`src/rtl/alu_pkg.sv`:
```
package alu_pkg;
  typedef enum logic [1:0] {
    SEL_A    = 2'b00,
    SEL_NA   = 2'b01,
    SEL_AB   = 2'b10,
    SEL_NAB  = 2'b11
  } alu_sel_e;

  localparam int unsigned SEL_INV_BIT  = 0;
  localparam int unsigned SEL_BEN_BIT  = 1;
endpackage

```
`src/rtl/alu_operand_prep.sv`:
```
module alu_operand_prep #(
  parameter int unsigned W = 4
) (
  input  logic         mode_i,
  input  logic [1:0]   sel_i,
  input  logic         cin_i,
  input  logic [W-1:0] a_i,
  input  logic [W-1:0] b_i,
  output logic [W-1:0] a_eff_o,
  output logic [W-1:0] b_eff_o,
  output logic         c_first_o
);
  import alu_pkg::*;

  assign a_eff_o   = a_i ^ {W{sel_i[SEL_INV_BIT]}};
  assign b_eff_o   = b_i & {W{sel_i[SEL_BEN_BIT]}};
  // carry chain held at zero in logic mode
  assign c_first_o = cin_i & mode_i;

  always_comb begin
    if (!mode_i) AST_CHAIN_IDLE: assert (c_first_o == 1'b0) else $error("chain seed live");
  end
endmodule

```
`src/rtl/alu_bit_cell.sv`:
```
module alu_bit_cell (
  input  logic mode_i,
  input  logic a_i,
  input  logic b_i,
  input  logic c_i,
  output logic f_o,
  output logic c_o
);
  logic ac_x;

  assign ac_x = a_i ^ c_i;
  assign f_o  = ac_x ^ b_i;
  assign c_o  = mode_i & ((a_i & c_i) | (b_i & ac_x));
endmodule

```
`src/rtl/alu_mode8.sv`:
```
module alu_mode8 #(
  parameter int unsigned W = 4
) (
  input  logic         mode_i,
  input  logic [1:0]   sel_i,
  input  logic         cin_i,
  input  logic [W-1:0] a_i,
  input  logic [W-1:0] b_i,
  output logic [W-1:0] f_o,
  output logic         co_o
);
  localparam int unsigned CW = W + 1;

  logic [W-1:0]  a_eff, b_eff;
  logic [CW-1:0] carry;

  alu_operand_prep #(.W(W)) prep_i (
    .mode_i    (mode_i),
    .sel_i     (sel_i),
    .cin_i     (cin_i),
    .a_i       (a_i),
    .b_i       (b_i),
    .a_eff_o   (a_eff),
    .b_eff_o   (b_eff),
    .c_first_o (carry[0])
  );

  for (genvar gi = 0; gi < W; gi++) begin : g_slice
    alu_bit_cell cell_i (
      .mode_i (mode_i),
      .a_i    (a_eff[gi]),
      .b_i    (b_eff[gi]),
      .c_i    (carry[gi]),
      .f_o    (f_o[gi]),
      .c_o    (carry[gi+1])
    );
  end

  assign co_o = carry[W];

  logic [CW-1:0] ref_sum;
  logic [W-1:0]  ref_aa, ref_bb;
  always_comb begin
    ref_aa  = sel_i[0] ? ~a_i : a_i;
    ref_bb  = sel_i[1] ? b_i : '0;
    ref_sum = {1'b0, ref_aa} + {1'b0, ref_bb} + {{W{1'b0}}, cin_i};
    if (!mode_i) AST_LOGIC_NO_CO: assert (co_o == 1'b0) else $error("co in logic mode");
    if (!mode_i && sel_i == 2'b00) AST_LOGIC_PASS: assert (f_o == a_i) else $error("pass");
    if (!mode_i && sel_i == 2'b01) AST_LOGIC_INV: assert (f_o == ~a_i) else $error("inv");
    if (!mode_i && sel_i == 2'b10) AST_LOGIC_XOR: assert (f_o == (a_i ^ b_i)) else $error("xor");
    if (!mode_i && sel_i == 2'b11) AST_LOGIC_XNOR: assert (f_o == ~(a_i ^ b_i)) else $error("xnor");
    if (mode_i) AST_ARITH_SUM: assert ({co_o, f_o} == ref_sum) else $error("sum");
    if (mode_i && cin_i && sel_i == 2'b11) AST_B_MINUS_A: assert (f_o == b_i - a_i) else $error("sub");
  end
endmodule

```
`config.mk`:
```
export PLATFORM = sky130hd
export DESIGN_NAME = alu_mode8
export DESIGN_NICKNAME = d
export VERILOG_FILES = /design/src/rtl/alu_pkg.sv /design/src/rtl/alu_operand_prep.sv /design/src/rtl/alu_bit_cell.sv /design/src/rtl/alu_mode8.sv
export SDC_FILE = /design/constraint.sdc
export NUM_CORES = 1
export LEC_CHECK = 0
export ABC_AREA = 0
export BUFFER_PORTS_ARGS = -buffer_cell sky130_fd_sc_hd__buf_2
export CORE_AREA = 2 2 39 41
export DETAILED_ROUTE_END_ITERATION = 7
export DIE_AREA = 0 0 41 43
export MAX_ROUTING_LAYER = met4
export PLACE_DENSITY_LB_ADDON = 0.3
export SLEW_MARGIN = 25
export SYNTH_ARGS = -nofsm -noshare
export SYNTH_HDL_FRONTEND = slang
export SYNTH_HIERARCHICAL = 1
export SYNTH_SLANG_ARGS = --single-unit
```
`constraint.sdc`:
```
create_clock -name vclk -period 3.45
set_input_delay 0 -clock vclk [all_inputs]
set_output_delay 0 -clock vclk [all_outputs]
set_load 0.02 [all_outputs]
```
# --- Word-level counts from Yosys, hierarchy flattened ---
# Cells that the tools add are included.
classes:
  n_addsub: 0
  mul: 0
  div_mod_pow: 0
  order_cmp: 0
  n_eq_ne: 0
  n_shift: 0
  muxes: 0
  bitwise_logic: 27
  n_reduce_logical: 0
op_table:
  columns: ["operator", "n"]
  rows:
  - ["$and A1 B1 Y1", 13]
  - ["$xor A1 B1 Y1", 8]
  - ["$and A4 B4 Y4", 1]
  - ["$or A1 B1 Y1", 4]
  - ["$xor A4 B4 Y4", 1]
totals:
  ff_bits: 0
  latchBits: 0
  ramBits: 0
  romBits: 0
  in_bits: 12
  out_inout_bits: 5
  wordCells: 27
  memories: 0

# --- Logic depth before layout (Yosys ltp) ---
# Gate-level depths: netlist of run 1.
logic_depth:
  word_depth: 17
  mapped_depth: 13

# --- Modules after synthesis ---
# Netlist of run 1, hierarchy kept.
by_module_without_submodules:
  columns: ["mod", "n_inst", "cells_per_inst", "area_per_inst_um2"]
  rows:
  - ["alu_bit_cell", 4, 6, 48.8]
  - ["alu_operand_prep", 1, 9, 66.3]

# --- Least setup slack after synthesis of run 1 ---
# No wires, ideal clock.
synth_path:
  path_type: "input port to output port"
  start: "input port a_i[0]"
  end: "output port co_o"
  t_arrival_ns: 2.470
  required_time_ns: 3.450
  slack_ns: 0.980
  stages: 13
  path_buffers: 0
  cell_sequence: "xor2_1 inv_1 fa_1 nor2b_4 inv_1 fa_1 nor2b_4 inv_1 fa_1 nor2b_4 inv_1 fa_1 nor2b_4"
synth_via:
  elab_chain_cells: 17
  word_cells_on_any_way: 21
synth_lines:
  columns: ["element", "line", "text"]
  rows:
  - ["start: declaration", "alu_mode8.sv:7", "input logic [W-1:0] a_i,"]
  - ["$xor A4 B4 Y4 *", "alu_operand_prep.sv:15", "assign a_eff_o = a_i ^ {W{sel_i[SEL_INV_BIT]}};"]
  - ["$xor A1 B1 Y1", "alu_bit_cell.sv:11", "assign ac_x = a_i ^ c_i;"]
  - ["$and A1 B1 Y1", "alu_bit_cell.sv:13", "assign c_o = mode_i & ((a_i & c_i) | (b_i & ac_x));"]
  - ["$or A1 B1 Y1 *", "alu_bit_cell.sv:13", null]
  - ["$and A1 B1 Y1 *", "alu_bit_cell.sv:13", null]
  - ["net carry[1]", "alu_mode8.sv:15", "logic [CW-1:0] carry;"]
  - ["$xor A1 B1 Y1", "alu_bit_cell.sv:11", null]
  - ["$and A1 B1 Y1", "alu_bit_cell.sv:13", null]
  - ["[2 not listed]", null, null]
  - ["net carry[2]", "alu_mode8.sv:15", null]
  - ["[1 not listed]", null, null]
  - ["$and A1 B1 Y1", "alu_bit_cell.sv:13", null]
  - ["$or A1 B1 Y1 *", "alu_bit_cell.sv:13", null]
  - ["$and A1 B1 Y1 *", "alu_bit_cell.sv:13", null]
  - ["net carry[3]", "alu_mode8.sv:15", null]
  - ["$xor A1 B1 Y1", "alu_bit_cell.sv:11", null]
  - ["$and A1 B1 Y1", "alu_bit_cell.sv:13", null]
  - ["$or A1 B1 Y1 *", "alu_bit_cell.sv:13", null]
  - ["$and A1 B1 Y1 *", "alu_bit_cell.sv:13", null]
  - ["end: declaration", "alu_mode8.sv:10", "output logic co_o"]
# Mark *: on every way through the listed nets, which the timed path passes. The rest lies on a longest branch.

# --- Worst setup path after layout of run 1 ---
layout_path:
  start: "input port sel_i[0]"
  end: "output port co_o"
layout_via:
  elab_chain_cells: 17
  word_cells_on_any_way: 21
layout_lines:
  columns: ["element", "line", "text"]
  rows:
  - ["start: declaration", "alu_mode8.sv:5", "input logic [1:0] sel_i,"]
  - ["$xor A4 B4 Y4 *", "alu_operand_prep.sv:15", null]
  - ["net a_eff[0]", "alu_mode8.sv:14", "logic [W-1:0] a_eff, b_eff;"]
  - ["$xor A1 B1 Y1", "alu_bit_cell.sv:11", null]
  - ["$and A1 B1 Y1", "alu_bit_cell.sv:13", null]
  - ["$or A1 B1 Y1 *", "alu_bit_cell.sv:13", null]
  - ["$and A1 B1 Y1 *", "alu_bit_cell.sv:13", null]
  - ["net carry[1]", "alu_mode8.sv:15", null]
  - ["$xor A1 B1 Y1", "alu_bit_cell.sv:11", null]
  - ["[3 not listed]", null, null]
  - ["net carry[2]", "alu_mode8.sv:15", null]
  - ["[1 not listed]", null, null]
  - ["$and A1 B1 Y1", "alu_bit_cell.sv:13", null]
  - ["$or A1 B1 Y1 *", "alu_bit_cell.sv:13", null]
  - ["$and A1 B1 Y1 *", "alu_bit_cell.sv:13", null]
  - ["net carry[3]", "alu_mode8.sv:15", null]
  - ["$xor A1 B1 Y1", "alu_bit_cell.sv:11", null]
  - ["$and A1 B1 Y1", "alu_bit_cell.sv:13", null]
  - ["$or A1 B1 Y1 *", "alu_bit_cell.sv:13", null]
  - ["$and A1 B1 Y1 *", "alu_bit_cell.sv:13", null]
# Marks and branches as above.

==> results.yml, run 1 <==
setup_path:
  crit_fanout: 4
  cp-start-kind: "input pin"
  crit_required_ps: 3450
  cpMaxStageDelayCell: "fa_1"
  cp_cell_sequence: "buf_2 > xor2_1 > inv_1 > fa_1 > nor2b_4 > inv_1 > fa_1 > nor2b_4 > inv_1 > fa_1 > nor2b_4 > inv_1 > fa_1 > nor2b_4 > buf_2"
  slowest_delay_ps: 460
  path_class: "in2out"
  end_kind: "primary output"
  worstPathArrival_ps: 2760
global_routing:
  grt_pass1_wl_um: 724
  grt_pass1_vias: 207
  grt_max_degree: 6
  antenna_found_initial: 0
  grtUsageTotal_pct: 5.670
  overflow: 0
drt:
  drt_first_pass_iters: 1
  initialDrtViolationCount: 0
  wl_per_cell_um: 6.091
  routed_wl_um: 402
  detail_route.vias_per_cell: 3.409
  remaining_drc_errors: 0
  vias: 225
  ant_nets: 0
finish:
  nClkBuffers: 0
  drive_gt1_share_pct: 42.00
  stdcell_area_um2: 366.6
  mostFrequentLayoutCell: "buf_2"
  antenna_cells: 0
  fin_util_pct: 26.49
  final_cell_count_no_fill: 66
  nets: 68
  seq_cells: 0
  fillCellCount: 159
  multi_input_comb_area_um2: 201.4
  register_area_um2: 0
  synthToLayoutAreaGrowth_pct: 40.19
  layout_common_cells: "buf_2 (17), inv_1 (16), and2_1 (5)"
yosys:
  avgSynthCellArea_um2: 7.924
  synthCells: 33
  ys_seq_area_share_pct: 0
  synth_cell_type_count: 5
  syn_nets: 49
  yosys_warnings: 6
  netlist_area_um2: 261.5
sta:
  hold_viol: 0
  finalCritPeriodShare_pct: 79.88
  layout_setup_ws_ps: 694.0
  hold_slack_ps: 390.0
  slew_violations: 0
  period_needed_ps: 2756
  fin_tns_setup_ps: 0
  rsz0062_at_grt: "false"
  slew_headroom_pct: 91.90
  finalSetupViolations: 0
  tightestPinTransition_ps: 121.0
  maxClockFrequency_mhz: 362.8
die:
  die_x_um: 41
  ios: 17
  core_um2: 1384
  die_area_um2: 1763
  rows: 14
  fp.dieH_um: 43
  start_util_pct: 18.90
cts:
  cts-resized-gates: 0
  cts_setup_buffers: 0
  ctsHoldBuffers: 0
worst_hold_path:
  whs_endpoint: "co_o"
  min_from: "mode_i"
  whs_path_depth: 3
  hp-class: "in2out"
outcome:
  status: "finished, final reports clean"
pwr:
  p_leak_nw: 0.2072
  power.density_nw_per_um2: 167.5
  power_mw: 0.06142
  peakVddDrop_uv: 67.33
place:
  place_ws_ps: 661.8
  place_inst: 66
  dpl-instance-area_um2: 366.6
  hpwl_um: 403.9
  portBuffers: 17
  routabilityCongestion: 0.6178
run:
  maxCapViolations: 0
cell usage after synthesis:
library cell  count  area share, %
inv_1            16             23
and2_1            5             12
fa_1              4             31
nor2b_4           4             21
xor2_1            4             13
power breakdown:
part / leakage [nW] / internal (mW) / switching (mW)
clock: 0 / 0 / 0
combinational: 0.207 / 0.0265 / 0.0349
sequential: 0 / 0 / 0
area by class of cell:
cell class                 count  area share, %
tap                           16          5.461
multi-input combinational     17          54.95
inverter                      16          16.38
timing repair buffer          17          23.21
critical path: cells and delay by family:
family,cells,cell delay (ps)
AND/OR/NAND/NOR,4,440
adder cells (fa/ha/maj),4,1660
XOR/XNOR,1,150
buffers and inverters,6,520
layer usage:
layer,track usage (%),up-vias,part of all wire [%]
met5,-,-,0
met4,0,0,0
met3,0,0,10
met2,10.63,8,54
met1,6.796,100,36
li1,-,117,-
worst max path at each step:
stage,from,endpoint,slack [ps],depth (start not counted)
finish,sel_i[0],co_o,690,15
CTS,sel_i[0],co_o,660,15
global placement,sel_i[0],co_o,670,15
global route,sel_i[0],co_o,550,15
floorplan,a_i[0],co_o,980,13
detailed placement,sel_i[0],co_o,660,15
cell families (layout without fill, tap and decap cells):
| group | count (synthesis) | after routing | synth area share, % |
|---|---|---|---|
| buf+inv | 16 | 33 | 22.97 |
| simple gates | 9 | 9 | 33.01 |
| xor+xnor | 4 | 4 | 13.40 |
| fa+ha+maj | 4 | 4 | 30.62 |
Power figures use the tool's default switching activity.
==> run 2: changes to the inputs <==
Clock period 3.45 ns to 2.6 ns, I/O delays scaled along.
==> run 2 against run 1 <==
Net effect: flip-flop and latch count unchanged; count of clock-buffer cells in the layout did not move; total power grew 63%; critical endpoint is now f_o[3]; die area did not move; wire length grew 14%; non-clock buffer count grew 3; final cell count grew 4.5%; critical path depth did not move; combinational power increased by 63%; highest routed layer unchanged; global-route usage up 0.31 points; hold slack improved by 67 ps.
==> results.yml, run 2 (synthesis results as in run 1) <==
outcome:
  status: "finished, final reports clean"
place:
  place_ws_ps: -160.4
  dpl-instance-area_um2: 389.1
  portBuffers: 17
  hpwl_um: 445
  routabilityCongestion: 0.6485
  place_inst: 69
finish:
  synthToLayoutAreaGrowth_pct: 66.03
  nClkBuffers: 0
  drive_gt1_share_pct: 66.04
  mostFrequentLayoutCell: "buf_2"
  antenna_cells: 0
  layout_common_cells: "buf_2 (13), inv_1 (11), inv_2 (5)"
  fin_util_pct: 31.37
  register_area_um2: 0
  final_cell_count_no_fill: 69
  nets: 71
  fillCellCount: 163
  seq_cells: 0
  stdcell_area_um2: 434.2
sta:
  tightestPinTransition_ps: 113.3
  rsz0062_at_grt: "true"
  slew_headroom_pct: 92.42
  maxClockFrequency_mhz: 398.2
  hold_viol: 0
  fin_tns_setup_ps: 0
  slew_violations: 0
  period_needed_ps: 2511
  layout_setup_ws_ps: 88.73
  finalCritPeriodShare_pct: 96.59
  finalSetupViolations: 0
setup_path:
  crit_required_ps: 2600
  end_kind: "primary output"
  cp_cell_sequence: "buf_6 > xor2_2 > inv_1 > fa_2 > nor2b_4 > inv_2 > fa_2 > nor2b_4 > inv_2 > fa_2 > nor2b_4 > inv_2 > fa_2 > inv_2 > buf_6"
  worstPathArrival_ps: 2510
  path_class: "in2out"
  cp-start-kind: "input pin"
  cp_num_cells: 15
  crit_buf_inv: 7
  crit_fanout: 1
  cpMaxStageDelayCell: "fa_2"
  critPathTopFamily: "adder cells"
  slowest_delay_ps: 530
drt:
  initialDrtViolationCount: 1
  routed_wl_um: 457
  ant_nets: 0
  vias: 237
  drt_first_pass_iters: 2
  detail_route.vias_per_cell: 3.435
  remaining_drc_errors: 0
  wl_per_cell_um: 6.623
global_routing:
  antenna_found_initial: 0
  grt_max_degree: 5
  grt_pass1_vias: 219
  grtUsageTotal_pct: 5.979
  overflow: 0
  grt_pass1_wl_um: 745
die:
  rows: 14
  fp.dieH_um: 43
  start_util_pct: 18.90
  die_x_um: 41
  die_area_um2: 1763
  ios: 17
  core_um2: 1384
pwr:
  switching_share_pct: 51.07
  p_seq_share_pct: 0
  p_int_mw: 0.04887
  p_comb_share_pct: 100.0
  power_switching_mw: 0.05100
  p_leak_nw: 0.2313
  power.density_nw_per_um2: 230.0
  peakVddDrop_uv: 82.87
  pwr-share-clk_pct: 0
run:
  maxCapViolations: 0
cts:
  cts_setup_buffers: 0
  ctsHoldBuffers: 0
worst_hold_path:
  hp-class: "in2out"
  whs_path_depth: 4
-- run 2: worst paths after layout --
path              startpoint      to  slack, ps
setup / recovery      a_i[0]  f_o[3]         90
hold / removal        mode_i    co_o        460
-- run 2: cell type report --
cell class / instances / area [µm²] / area share (%)
inverter: 16 / 60.06 / 13.83
timing repair buffer: 20 / 132.6 / 30.55
multi-input combinational: 17 / 221.5 / 51.01
tap: 16 / 20.02 / 4.611
-- run 2: routing by layer --
| layer | global-route usage, % | vias up | part of all wire (%) |
|---|---|---|---|
| met2 | 11.56 | 8 | 54 |
| met4 | 0 | 0 | 0 |
| li1 | - | 122 | - |
| met3 | 0 | 0 | 8.5 |
| met1 | 6.796 | 107 | 37 |
| met5 | - | - | 0 |
-- run 2: power groups by stage --
| stage | logic (mW) | registers, mW | clock network, mW |
|---|---|---|---|
| 2_1_floorplan | 0.0557 | 0 | 0 |
| 3_3_place_gp | 0.0875 | 0 | 0 |
| 3_5_place_dp | 0.0889 | 0 | 0 |
| 4_1_cts | 0.0909 | 0 | 0 |
| 5_1_grt | 0.112 | 0 | 0 |
| 6_report | 0.0999 | 0 | 0 |
-- run 2: tightest hold or removal path, stage by stage --
cell and delay [ps]:
buf_6 70, buf_4 110, nor2b_4 120, buf_2 160
-- run 2: timing repair --
action | in CTS | in global routing
setup endpoints to repair | 2 | 2
resized for setup | 3 | 13
pin swaps | 0 | 6
-- run 2: metrics by stage --
stage / hold WS (ps) / total power [mW]
detailed placement: 483.7 / 0.08888
global placement: 479.4 / 0.08748
CTS: 485.7 / 0.09093
global route: 484.0 / 0.1124
floorplan: 125.1 / 0.05574
finish: 456.8 / 0.09987
==> run 3: changes to the inputs <==
Clock period 2.6 ns to 2.8 ns, I/O delays scaled along.
==> run 3 against run 2 <==
Net effect: hold slack worse by 67 ps; via count is 3.4% lower; cell area is 13% lower; core utilization is 4.2 points lower; count of clock-buffer cells in the layout stayed put; critical path depth stayed put; die area stayed put; wire length is 9.2% lower; global-route usage is 0.40 points lower.
==> results.yml, run 3 (synthesis results as in run 1) <==
cts:
  cts_setup_buffers: 0
drt:
  vias: 229
  detail_route.vias_per_cell: 3.418
  drt_first_pass_iters: 1
  wl_per_cell_um: 6.194
  initialDrtViolationCount: 0
  wl_met3_um: 41
  topRoutingLayerUsed: "met3"
  routed_wl_um: 415
  wl_met2_um: 235
  ant_nets: 0
  remaining_drc_errors: 0
  met1_length_um: 138
die:
  die_area_um2: 1763
  start_util_pct: 18.90
  die_x_um: 41
  rows: 14
  fp.dieH_um: 43
  core_um2: 1384
  ios: 17
finish:
  drive_gt1_share_pct: 45.10
  synthToLayoutAreaGrowth_pct: 44.02
  seq_cells: 0
  fin_util_pct: 27.22
  layout_common_cells: "buf_2 (17), inv_1 (16), and2_1 (5), nor2b_4 (4), xor2_1 (4)"
  stdcell_area_um2: 376.6
  final_cell_count_no_fill: 67
  mostFrequentLayoutCell: "buf_2"
  nets: 69
  antenna_cells: 0
  nClkBuffers: 0
  register_area_um2: 0
sta:
  maxClockFrequency_mhz: 377.7
  period_needed_ps: 2647
  finalCritPeriodShare_pct: 94.55
  hold_viol: 0
  finalSetupViolations: 0
  layout_setup_ws_ps: 152.5
  rsz0062_at_grt: "false"
  slew_headroom_pct: 92.20
  slew_violations: 0
  hold_slack_ps: 389.6
  tightestPinTransition_ps: 116.6
  fin_tns_setup_ps: 0
global_routing:
  grt_max_degree: 6
  antenna_found_initial: 0
  grtUsageTotal_pct: 5.579
  grt_pass1_vias: 208
  overflow: 0
  grt_pass1_wl_um: 696
setup_path:
  slowest_delay_ps: 400
  worstPathArrival_ps: 2650
  cp_cell_sequence: "buf_2 > xor2_1 > inv_1 > fa_2 > nor2b_4 > inv_1 > fa_1 > nor2b_4 > inv_1 > fa_1 > nor2b_4 > inv_1 > fa_1 > nor2b_4 > buf_2"
  cpMaxStageDelayCell: "fa_2"
  path_class: "in2out"
  worstSetupStartpoint: "sel_i[0]"
  crit_fanout: 2
  cp-start-kind: "input pin"
  crit_required_ps: 2800
  end_kind: "primary output"
pwr:
  p_leak_nw: 0.2117
  peakVddDrop_uv: 98.21
  power_mw: 0.07753
  power.density_nw_per_um2: 205.9
run:
  maxCapViolations: 0
place:
  portBuffers: 17
  routabilityCongestion: 0.6253
  dpl-instance-area_um2: 374.1
  place_inst: 67
  place_ws_ps: 50.83
  hpwl_um: 430.7
worst_hold_path:
  hp-class: "in2out"
  min_from: "mode_i"
outcome:
  status: "finished, final reports clean"
[run 3: cell count changes in the layout (fill, tap and decap cells not counted), sizes merged]
cell and delta:
buf -2
[run 3: final timing paths]
kind | to | slack [ps] | cells past startpoint
max | co_o | 150 | 15
min | co_o | 390 | 3
[run 3: final cells by class]
| class | count | area, µm² |
|---|---|---|
| fill | 160 | 1007 |
| inverter | 16 | 60.06 |
| multi-input combinational | 17 | 203.9 |
| tap | 16 | 20.02 |
| timing repair buffer | 18 | 92.59 |
[run 3: critical path, delay by kind of cell]
| family | cells | cell delay (ps) |
|---|---|---|
| XOR/XNOR | 1 | 140 |
| adder cells (fa/ha/maj) | 4 | 1600 |
| buffers and inverters | 6 | 490 |
| AND/OR/NAND/NOR | 4 | 430 |
[run 3: where the power goes]
group          switching [mW]  total, mW  leakage (nW)  internal, mW
Clock                       0          0             0             0
Sequential                  0          0             0             0
Combinational          0.0434     0.0775         0.212        0.0341
[run 3: what timing repair did]
action                     4_1_cts  5_1_grt
hold buffers                     0        0
resized for setup                0        1
setup endpoints to repair        0        2
[run 3: routing by layer]
metal	vias to the layer above	GRT usage, %
li1	119	-
met1	102	6.840
met2	8	10.31
met3	0	0
met4	0	0
met5	-	-
